`config.mk`:
```
export PLATFORM = sky130hd
export DESIGN_NAME = acc_split
export DESIGN_NICKNAME = d
export VERILOG_FILES = /design/src/rtl/acc_split_pkg.sv /design/src/rtl/acc_split_piece.sv /design/src/rtl/acc_split_route.sv /design/src/rtl/acc_split.sv
export SDC_FILE = /design/constraint.sdc
export NUM_CORES = 1
export LEC_CHECK = 0
export BUFFER_PORTS_ARGS = -buffer_cell sky130_fd_sc_hd__clkbuf_2
export CAP_MARGIN = 0
export CELL_PAD_IN_SITES_DETAIL_PLACEMENT = 0
export CELL_PAD_IN_SITES_GLOBAL_PLACEMENT = 1
export CORE_UTILIZATION = 38
export DETAILED_ROUTE_END_ITERATION = 16
export HOLD_SLACK_MARGIN = 0.06
export PLACE_DENSITY_LB_ADDON = 0.1
export SLEW_MARGIN = 20
export SYNTH_ARGS = -nofsm -noshare
export SYNTH_HDL_FRONTEND = slang
export SYNTH_SLANG_ARGS = --single-unit
```
`constraint.sdc`:
```
create_clock -name clk -period 6.1 [get_ports clk]
set_clock_uncertainty 0.2 [all_clocks]
set_input_delay 1.525 -clock clk [delete_from_list [all_inputs] [get_ports clk]]
set_output_delay 1.525 -clock clk [all_outputs]
set_load 0.01 [all_outputs]
```
`src/rtl/acc_split_pkg.sv`:
```
package acc_split_pkg;

    localparam logic [1:0] CMD_RD = 2'b01;
    localparam logic [1:0] CMD_WR = 2'b10;

    typedef enum logic [1:0] {
        ST_IDLE = 2'd0,
        ST_XLAT = 2'd1,
        ST_MEM  = 2'd2
    } split_st_e;

endpackage

```
`src/rtl/acc_split_piece.sv`:
```
// Size of the current piece: bytes left, clipped at the next block boundary.
module acc_split_piece #(
    parameter int LEN_W     = 12,
    parameter int BLK_BYTES = 64,
    localparam int OFF_W    = $clog2(BLK_BYTES)
) (
    input  logic [OFF_W-1:0] addr_lo,
    input  logic [LEN_W-1:0] remain,
    output logic [LEN_W-1:0] size,
    output logic             last
);
    logic [LEN_W-1:0] room;

    always_comb begin
        room = LEN_W'(BLK_BYTES) - LEN_W'(addr_lo);
        size = (remain < room) ? remain : room;
        last = (remain == size);
    end
endmodule

```
`src/rtl/acc_split_route.sv`:
```
// Requester ID to one-hot translation port select.
module acc_split_route #(
    parameter int N_CU = 4,
    parameter int ID_W = 3
) (
    input  logic [ID_W-1:0] id,
    output logic [N_CU:0]   sel,
    output logic            id_ok
);
    for (genvar g = 0; g < N_CU; g++) begin : g_cu
        assign sel[g] = (id == ID_W'(g));
    end
    assign sel[N_CU] = (id == ID_W'(N_CU));
    assign id_ok     = (id <= ID_W'(N_CU));
endmodule

```
`src/rtl/acc_split.sv`:
```
module acc_split
    import acc_split_pkg::*;
#(
    parameter int ADDR_W    = 32,
    parameter int LEN_W     = 12,
    parameter int BLK_BYTES = 64,
    parameter int N_CU      = 4,
    parameter int ID_W      = $clog2(N_CU + 2)
) (
    input  logic              clk,
    input  logic              rst_n,
    input  logic              req_valid,
    output logic              req_ready,
    input  logic [1:0]        req_cmd,
    input  logic [ADDR_W-1:0] req_addr,
    input  logic [LEN_W-1:0]  req_len,
    input  logic [LEN_W-1:0]  req_ofs,
    input  logic [ID_W-1:0]   req_id,
    input  logic              req_quiet,
    output logic              xlat_valid,
    input  logic              xlat_ack,
    output logic [N_CU:0]     xlat_sel,
    output logic [ADDR_W-1:0] xlat_addr,
    output logic              xlat_write,
    output logic              xlat_quiet,
    output logic              mem_valid,
    input  logic              mem_ack,
    output logic [ADDR_W-1:0] mem_addr,
    output logic [LEN_W-1:0]  mem_size,
    output logic [LEN_W-1:0]  mem_ofs,
    output logic              mem_write,
    output logic              mem_quiet,
    output logic              done,
    output logic              err
);
    localparam int OFF_W = $clog2(BLK_BYTES);

    typedef struct packed {
        split_st_e         st;
        logic [ADDR_W-1:0] addr;
        logic [LEN_W-1:0]  remain;
        logic [LEN_W-1:0]  ofs;
        logic              wr;
        logic              quiet;
        logic [N_CU:0]     sel;
        logic              done;
        logic              err;
    } split_t;

    split_t r_d, r_q;

    logic [N_CU:0]    id_sel;
    logic             id_ok;
    logic             cmd_ok;
    logic [LEN_W-1:0] piece_size;
    logic             piece_last;

    acc_split_route #(.N_CU(N_CU), .ID_W(ID_W)) u_route (
        .id    (req_id),
        .sel   (id_sel),
        .id_ok (id_ok)
    );

    acc_split_piece #(.LEN_W(LEN_W), .BLK_BYTES(BLK_BYTES)) u_piece (
        .addr_lo (r_q.addr[OFF_W-1:0]),
        .remain  (r_q.remain),
        .size    (piece_size),
        .last    (piece_last)
    );

    assign cmd_ok = (req_cmd == CMD_RD) || (req_cmd == CMD_WR);

    always_comb begin
        r_d      = r_q;
        r_d.done = 1'b0;
        r_d.err  = 1'b0;
        unique case (r_q.st)
            ST_IDLE: begin
                if (req_valid) begin
                    if (!cmd_ok || !id_ok) begin
                        r_d.err = 1'b1;
                    end else if (req_len == '0) begin
                        r_d.done = 1'b1;
                    end else begin
                        r_d.st     = ST_XLAT;
                        r_d.addr   = req_addr;
                        r_d.remain = req_len;
                        r_d.ofs    = req_ofs;
                        r_d.wr     = (req_cmd == CMD_WR);
                        r_d.quiet  = req_quiet;
                        r_d.sel    = id_sel;
                    end
                end
            end
            ST_XLAT: begin
                if (xlat_ack) r_d.st = ST_MEM;
            end
            ST_MEM: begin
                if (mem_ack) begin
                    if (piece_last) begin
                        r_d.st   = ST_IDLE;
                        r_d.done = 1'b1;
                    end else begin
                        r_d.st     = ST_XLAT;
                        r_d.addr   = r_q.addr + ADDR_W'(piece_size);
                        r_d.remain = r_q.remain - piece_size;
                        r_d.ofs    = r_q.ofs + piece_size;
                    end
                end
            end
            default: r_d.st = ST_IDLE;
        endcase
    end

    always_ff @(posedge clk) begin
        if (!rst_n) begin
            r_q        <= '0;
            r_q.st     <= ST_IDLE;
        end else begin
            r_q <= r_d;
        end
    end

    assign req_ready  = (r_q.st == ST_IDLE);
    assign xlat_valid = (r_q.st == ST_XLAT);
    assign xlat_sel   = r_q.sel;
    assign xlat_addr  = r_q.addr;
    assign xlat_write = r_q.wr;
    assign xlat_quiet = r_q.quiet;
    assign mem_valid  = (r_q.st == ST_MEM);
    assign mem_addr   = r_q.addr;
    assign mem_size   = piece_size;
    assign mem_ofs    = r_q.ofs;
    assign mem_write  = r_q.wr;
    assign mem_quiet  = r_q.quiet;
    assign done       = r_q.done;
    assign err        = r_q.err;
endmodule

```
Word level (Yosys, flattened, before mapping). Cells that the tools add are included.

Bits of input ports: 67. Register bits: 67.

Muxes and demuxes: 15. Bitwise gates (word level): 2. Reductions and logical operators: 12. $lt $le $gt $ge: 2. Equality and inequality tests: 15. Add/sub/neg operators: 4.

Operators with widths (count): one-hot mux 56 bit (2 select lines) (1); two-way mux 67 bit (1); two-way mux 66 bit (1); two-way mux 65 bit (1); two-way mux 58 bit (1); two-way mux 56 bit (1); adder 32 x 12 -> 32 bit (1); adder 12 bit (1); equality test 12 bit (1); logical NOT 12 bit (1); less-than comparator 12 bit (1); two-way mux 12 bit (1); subtractor 12 bit (1); != test 2 bit, second input constant (4); subtractor 7 x 6 -> 8 bit, first input constant (1); equality test 3 x 2 -> 1 bit, second input constant (2); one-hot mux 2 bit (3 select lines) (1); AND reduction 6 bit (1); two-way mux 1 bit (5); AND reduction 5 bit (1); equality test 2 x 1 -> 1 bit, second input constant (2); equality test 2 bit, second input constant (2); != test 2 x 1 -> 1 bit, second input constant (2); AND reduction 4 bit (1); 12 further kinds (15).

Logic depth before layout (Yosys ltp). Gate-level depths: netlist (run 1).

Depth in word-level cells: 7. Depth in mapped cells: 22.

Modules after synthesis. From an unflattened synthesis (run 1), not the netlist that was laid out.

Cells, all modules: 789. Area, all modules: 6144.6 um^2.

Modules (own cells, without submodules): acc_split (cells each 726, area an instance 5645.4 um^2, instances 1); acc_split_piece (cells each 57, area an instance 456.7 um^2, instances 1); acc_split_route (cells each 6, area an instance 42.5 um^2, instances 1).

Least setup slack after synthesis (run 1). OpenSTA, ideal clock, no wires.

Kind: reg2reg. From: reg r_q, in the netlist mem_addr[0]. To: reg r_q, in the netlist mem_addr[20]. Period minus slack after synthesis: 4811 ps. Path buffers: 2. Stages on the path, launching flop included: 21. Arrival time: 4521 ps. Data required time: 5809 ps. Setup slack: 1289 ps. Path through: dfxtp_1 > nor3_1 > nor3b_1 > xnor2_1 > inv_1 > ha_1 > nor2b_1 > o21ai_0 > o21ai_1 > buf_2 > mux2i_1 > ha_1 > inv_1 > fa_1 > nand2b_1 > a21oi_1 > o41ai_4 > a211oi_4 > buf_6 > a211oi_1 > a311oi_1.

Cells in the longest elaborated chain, start to end: 7. Elaborated cells between the ends (all ways): 10. Those cells by class: add/sub: 2; order compare: 1; eq/ne: 2; mux: 4; reduce/logical: 1.

Ends and longest elaborated chain: from (decl) (line acc_split.sv:50) `split_t r_d, r_q;`; from (signal assigned) (line acc_split.sv:120) `r_q <= r_d;`; subtractor 7 x 6 -> 8 bit (*) (line acc_split_piece.sv:15) `room = LEN_W'(BLK_BYTES) - LEN_W'(addr_lo);`; less-than comparator 12 bit (line acc_split_piece.sv:16) `size = (remain < room) ? remain : room;`; two-way mux 12 bit (*) (line acc_split_piece.sv:16); named net mem_size[0] (line acc_split.sv:29) `output logic [LEN_W-1:0] mem_size,`; adder 32 x 12 -> 32 bit (line acc_split.sv:105) `r_d.addr = r_q.addr + ADDR_W'(piece_size);`; two-way mux 56 bit (line acc_split.sv:100) `if (piece_last) begin`; two-way mux 58 bit (line acc_split.sv:99) `if (mem_ack) begin`; one-hot mux 56 bit (2 select lines) (line acc_split.sv:77) `unique case (r_q.st)`.

The timed path passes the listed nets; every way through them passes the cells marked *. The select of a mux whose other input is x is not followed. A chain may end at the register's enable or synchronous reset.

Worst setup path after layout (run 1).
From: reg r_q, in the netlist mem_addr[0]. To: reg r_q, in the netlist mem_addr[22].

Cells in the longest elaborated chain, start to end: 7. Elaborated cells between the ends (all ways): 10. Those cells by class: add/sub: 2; order compare: 1; eq/ne: 2; mux: 4; reduce/logical: 1.

Ends and longest elaborated chain (line): subtractor 7 x 6 -> 8 bit (acc_split_piece.sv:15); less-than comparator 12 bit (acc_split_piece.sv:16); two-way mux 12 bit (acc_split_piece.sv:16); adder 32 x 12 -> 32 bit (acc_split.sv:105); two-way mux 56 bit (acc_split.sv:100); two-way mux 58 bit (acc_split.sv:99); one-hot mux 56 bit (2 select lines) (acc_split.sv:77).

Parallel ways exist; a longest one is shown, timed or not. The select of a mux whose other input is x is not followed.

==> metrics.txt, run 1 <==
DRT Pass-1 Iters 4; Period Utilization, post-route 87.76%; Starting DRT DRC Count 313; Num CTS Buffers 9; Max Cap Viol 0; CTS tree built; status finished, final reports clean; Port Buf Inserts 163; Gate Count Post-Synth 716; Routed WL per cell 17.80 um; Critical path origin mem_addr[0]$_SDFFE_PN0P_; Post-Syn Area 5719 um^2; GRT Overall Usage 22.23%; Reg2Reg Launch Point mem_addr[0]$_SDFFE_PN0P_; total gr overflow 0; Fill cells 1529; CP max stage cell a211oi_4; crit path DAT 5.41 ns; WHS 0.2479 ns; site row count 44; DRC 0; Static Leakage 2.968 nW; share of layout cells above drive strength 1 26.29%; Hold Crit Class reg2reg; Post-synth ARST share 0%; critical path's largest stage delay 0.61 ns; setup bufs post-CTS 0; Clock Sinks 67; Worst VDD drop 0.1229 mV; final WL 17430 um; min Tclk post-route 5.353 ns; area grow syn2layout 11.94%; ANT nets after route 0; pin count of the biggest net entering global routing 45; Pwr Total 1.773 mW; die footprint 15550 um^2; synthesized flop and latch total 67; Post-Place Cells 963; syn_area_per_cell 7.988 um^2; CP startpoint kind register; worst skew pair latency 0.34 ns; area leader, netlist dfxtp_1; Die X 124.7 um; area of the core 14590 um^2; worst-path fanout max 15; clock root cell clkbuf_16; CP endpoint kind register; Slew headroom 48.63%; top cells by area, synth dfxtp_1 (23%), buf_4 (12%), ha_1 (8.3%); hpwl dp 12880 um; Yosys top cell area share 23.45%; number of hold violations in the final report 0; number of global-route vias before repair 5209; antenna violations before repair 0; H-tree depth 3; Critical Path RT 6.15 ns; post-CTS sizing 0; ANT cells 0; RePlAce Congestion 0.8920; Final setup viols 0; first-pass GRT wire length 27650 um; M3 GR Usage 3.308%; post-route insts no fill 979; RSZ-0062 raised after global routing false; Slew Limit Fails 0; number of synthesized flops with an enable pin 0; setup TNS 0 ns; Yosys cell types 69; Main synth FF type dfxtp_1; met2 Use GR 36.72%; vias 5481; Top Ports 169; Die Y-Extent 124.7 um; critical-path cell list inv_1 -> ha_1 -> nand2_1 -> xor2_1 -> inv_1 -> ha_1 -> a21oi_1 -> nor2b_1 -> o21ai_0 -> o21ai_1 -> buf_4 -> mux2i_1 -> ha_1 -> inv_1 -> fa_1 -> nand2b_1 -> a21oi_1 -> o41ai_4 -> a211oi_4 -> a311oi_1 -> a311oi_1; Max Freq 186.8 MHz; power density over the cells 277.0 nW/um^2; met1 GRT Util 28.80%; clk buf depth 2; Post-CTS Hold Buffers 0; vias per cell 5.599; Initial Utilization 39.20%; HP Start xlat_sel[4]$_SDFFE_PN0P_; Syn. warnings 0; Finished Core Util 43.89%; Crit Path Class reg2reg; GRT Max-Usage Layer met2; Total Nets Final 899; Seq/Total Area, Yosys 23.45%; worst-margin pin slew 0.7688 ns; Reg clk slew, reported paths 0.06 ns
per-layer routing:
metal	vias to the layer above	part of all wire [%]
met1	2576	48
li1	2718	-
met5	-	0
met3	18	4.4
met2	169	46
met4	0	2.0
critical path, delay by kind of cell, from the launching register on:
family | cells | cell delay, ns
compound gates | 8 | 1.78
fa+ha+maj | 4 | 1.22
buf+inv | 4 | 0.52
mux | 1 | 0.44
flops | 1 | 0.42
simple gates | 3 | 0.40
xor+xnor | 1 | 0.27
synth_stat cells, types with 7 or more instances:
cell type / n
ha_1: 38
a311oi_1: 10
xnor2_1: 19
dfxtp_1: 67
and3_1: 18
mux2i_1: 7
a21oi_1: 45
a21o_1: 11
a211oi_1: 24
buf_4: 89
nor2_1: 51
nand3_1: 23
a31oi_1: 10
nor4_1: 10
clkbuf_1: 27
a221oi_1: 17
inv_1: 21
nand2b_1: 8
nor3_1: 24
o21ai_0: 50
nand2_1: 28
final timing paths:
check        cells after the start  slack [ns]                        end
max                             21        0.75  mem_addr[22]$_SDFFE_PN0P_
min reg2reg                      2        0.25   xlat_sel[4]$_SDFFE_PN0P_
min                              2        0.25   xlat_sel[4]$_SDFFE_PN0P_
max reg2reg                     21        0.75  mem_addr[22]$_SDFFE_PN0P_
sequential cells by signal, indices dropped and copies added (netlist names):
signal and count:
done 1, err 1, mem_addr 32, mem_ofs 12, mem_quiet 1, mem_write 1, r_q 14, xlat_sel 5
final cells by class:
class	instances	area, um^2	share of cell area (%)
Inverter	24	90.09	1.407
Clock inverter	2	35.03	0.5472
Multi-Input combinational cell	516	3547	55.40
Tap cell	184	230.2	3.596
Sequential cell	67	1341	20.95
Clock buffer	13	260.3	4.065
Timing Repair Buffer	173	898.4	14.03
layout by cell type, fill, tap and decap left out, types with 10 or more instances in the layout:
master and n:
and3_1 18, a221oi_1 17, xnor2_1 19, a21oi_1 45
a31oi_1 10, conb_1 14, nor4_1 10, dfxtp_1 67
nand2_1 28, nand3_1 23, inv_1 21, ha_1 38
a311oi_1 10, o21ai_0 50, nor2_1 51, a211oi_1 24
a21o_1 11, nor3_1 23, clkbuf_2 163
cell families after synthesis:
logic type	after synthesis	synth area share, %
flip-flops	67	23.45
multiplexers	13	2.406
AND/OR/NAND/NOR	202	18.79
other	1	0.06557
XOR/XNOR	22	3.369
adder cells (fa/ha/maj)	41	9.363
AO/OA/AOI/OAI	224	26.89
buffers and inverters	146	15.66
where the power goes:
group          switching (mW)  internal [mW]
clock                   0.198          0.336
combinational           0.415          0.306
sequential             0.0463          0.471
total                   0.659           1.11
through the flow:
step / setup WS, ns / cell area [um^2]
finish: 0.7469 / 6402
global route: 0.2847 / 6402
CTS: 0.8023 / 6387
detailed placement: 0.8601 / 6092
global placement: 1.144 / 6092
floorplan: 1.289 / 5768
Power figures use the tool's default switching activity.
==> run 2, diff against run 1 <==
--- a/config.mk
+++ b/config.mk
@@ -9,6 +9,7 @@
 export CAP_MARGIN = 0
 export CELL_PAD_IN_SITES_DETAIL_PLACEMENT = 0
 export CELL_PAD_IN_SITES_GLOBAL_PLACEMENT = 1
+export CORE_ASPECT_RATIO = 0.5
 export CORE_UTILIZATION = 38
 export DETAILED_ROUTE_END_ITERATION = 16
 export HOLD_SLACK_MARGIN = 0.06
==> run 2 against run 1 <==
First-iteration DRC count down 23%. Fmax up 4.0%. Cell count up 1.4%. Routed wire length up 1.5%. Worst hold slack better by 0.011 ns.
==> metrics.txt, run 2 (synthesis gave the netlist of run 1 again) <==
CP max stage cell a211oi_4; Initial Utilization 39.22% (about the same); setup TNS 0 ns (unchanged); pin count of the biggest net entering global routing 45 (unchanged); Critical path origin mem_addr[0]$_SDFFE_PN0P_; NetSw 0.6885 mW (+4.4%); reg-to-reg slack, setup 0.95 ns (+0.21 ns); post-route cell area 6429 um^2 (+0.41%); CP startpoint kind register; first-pass GRT wire length 27730 um (+0.30%); area grow syn2layout 12.40%; Total Nets Final 898 (-0.11%); Post-CTS Hold Buffers 0 (unchanged); Int Pwr 1.135 mW (+1.9%); most frequent cells in the layout clkbuf_2 (163), dfxtp_1 (67), nor2_1 (51); CP endpoint kind register; commonest non-fill, non-tap cell in the layout clkbuf_2; Slew Limit Fails 0 (unchanged); Max Cap Viol 0 (unchanged); Reg clk slew, reported paths 0.07 ns (about the same); logic gate share of total power 39.6% (-1.1 points); Period Utilization, post-route 84.37% (-3.4 points); Sequential Power Share 28.4% (-0.8 points); number of hold violations in the final report 0 (unchanged); reg2reg end mem_addr[22]$_SDFFE_PN0P_; Final setup viols 0 (unchanged); worst-margin pin slew 0.7340 ns (-0.03474 ns); Worst VDD drop 0.1407 mV (+15%); family with the most delay on the worst path compound AO/OA/AOI/OAI gates; Setup crit end mem_addr[22]$_SDFFE_PN0P_; number of global-route vias before repair 4946 (-5.0%); worst skew pair latency 0.34 ns (about the same); Clk pwr share 32.1% (+1.9 points); final WL 17690 um (+1.5%); Critical Path RT 6.16 ns (about the same); hpwl dp 13100 um (+1.7%); Worst path depth 19 (-9.5%); RePlAce Congestion 0.8226 (-7.8%); clock root cell clkbuf_16; setup bufs post-CTS 0 (unchanged); power density over the cells 283.7 nW/um^2 (+2.4%); site row count 31 (-30%); Slew headroom 50.95% (+2.3 points); worst-path fanout max 15 (unchanged); H-tree depth 3 (unchanged); critical-path cell list nor3_1 -> nor3b_1 -> xnor2_1 -> inv_1 -> ha_1 -> a211o_1 -> a21oi_1 -> o21ai_1 -> buf_4 -> mux2i_1 -> ha_1 -> inv_1 -> fa_1 -> nand2b_1 -> a21oi_1 -> o41ai_4 -> a211oi_4 -> a311oi_1 -> a311oi_1; die footprint 15580 um^2 (+0.19%); max reg flops 32 (unchanged); Num CTS Buffers 9 (unchanged); vias per cell 5.589 (-0.17%); clk buf depth 2 (unchanged); Reg2Reg Launch Point mem_addr[0]$_SDFFE_PN0P_; Top Ports 169 (unchanged); crit path DAT 5.21 ns (-0.20 ns); Die X 175.5 um (+41%); area of the core 14580 um^2 (about the same); Clock Sinks 67 (unchanged); Static Leakage 2.968 nW (about the same); Port Buf Inserts 163 (unchanged); DRT Pass-1 Iters 4 (unchanged); vias 5550 (+1.3%); min Tclk post-route 5.147 ns (-0.2062 ns); Fill cells 1540 (+0.72%); GRT Overall Usage 23.14% (+0.91 points); crit path buf inv count 3 (-1); antenna violations before repair 0 (unchanged); Switching Share 37.75% (+0.57 points); post-CTS sizing 0 (unchanged); DRC 0 (unchanged); share of layout cells above drive strength 1 26.42% (+0.13 points); Starting DRT DRC Count 241 (-23%); Hold Crit Class reg2reg; ANT nets after route 0 (unchanged); Max Freq 194.3 MHz (+4.0%); Placed Area 6110 um^2 (+0.29%); Finished Core Util 44.08% (+0.20 points); critical path's largest stage delay 0.62 ns (about the same); status finished, final reports clean; total gr overflow 0 (unchanged); CTS tree built; Die Y-Extent 88.75 um (-29%); Crit Path Class reg2reg; Routed WL per cell 17.82 um (about the same); RSZ-0062 raised after global routing false; ANT cells 0 (unchanged); R2R cell count 19 (-9.5%)
## run 2: cell count changes in the layout (fill, tap and decap cells not counted)
cell,delta
clkbuf_8,-2
clkinv_4,+2
clkinvlp_4,+1
clkbuf_1,-1
buf_8,-1
bufinv_16,+1
## run 2: stage by stage
stage               worst slack (ns)  instances  power (mW)  hold WS [ns]
CTS                           0.9429        993       1.832        0.2594
global route                  0.4145        993       1.945        0.2710
detailed placement            0.9589        977       1.242        0.2506
finish                        0.9531        993       1.824        0.2590
global placement               1.072        977       1.246        0.2433
floorplan                      1.289        729       1.084        0.2323
## run 2: cell type report
cell class | count | area (um^2) | share of cell area (%)
well taps | 198 | 247.7 | 3.854
clock inverters | 6 | 90.09 | 1.401
multi-input cells | 516 | 3547 | 55.18
flip-flops and latches | 67 | 1341 | 20.86
repair buffers | 172 | 883.3 | 13.74
inverters | 24 | 90.09 | 1.401
clock buffers | 10 | 229.0 | 3.562
## run 2: power groups by stage
stage / clock network, mW / registers (mW) / logic [mW]
2_1_floorplan: 0 / 0.511 / 0.573
3_3_place_gp: 0 / 0.526 / 0.720
3_5_place_dp: 0 / 0.527 / 0.715
4_1_cts: 0.593 / 0.517 / 0.722
5_1_grt: 0.613 / 0.524 / 0.808
6_report: 0.585 / 0.517 / 0.722
## run 2: worst register-to-register path, cell delays in order, from the launching register on
cell and delay, ns:
dfxtp_1 0.36, nor3_1 0.29, nor3b_1 0.27, xnor2_1 0.19, inv_1 0.07, ha_1 0.28, a211o_1 0.26, a21oi_1 0.14
o21ai_1 0.07, buf_4 0.20, mux2i_1 0.31, ha_1 0.26, inv_1 0.06, fa_1 0.40, nand2b_1 0.18, a21oi_1 0.31
o41ai_4 0.19, a211oi_4 0.63, a311oi_1 0.20, a311oi_1 0.22
## run 2: how the worst min path moves through the flow
stage                                   startpoint  cells after the start                       end
after floorplan           xlat_sel[4]$_SDFFE_PN0P_                      2  xlat_sel[4]$_SDFFE_PN0P_
final                     xlat_sel[4]$_SDFFE_PN0P_                      2  xlat_sel[4]$_SDFFE_PN0P_
after global placement    xlat_sel[3]$_SDFFE_PN0P_                      2  xlat_sel[3]$_SDFFE_PN0P_
after detailed placement  xlat_sel[4]$_SDFFE_PN0P_                      2  xlat_sel[4]$_SDFFE_PN0P_
after global routing      xlat_sel[4]$_SDFFE_PN0P_                      2  xlat_sel[4]$_SDFFE_PN0P_
after CTS                 xlat_sel[4]$_SDFFE_PN0P_                      2  xlat_sel[4]$_SDFFE_PN0P_
## run 2: metal layers
metal | share of wire (%) | track usage [%] | routed length, um | vias up
li1 | - | - | - | 2723
met1 | 53 | 33.86 | 9296 | 2664
met2 | 42 | 35.53 | 7375 | 153
met3 | 5.2 | 4.338 | 917 | 10
met4 | 0.58 | 3.794 | 102 | 0
met5 | 0 | 0 | 0 | -
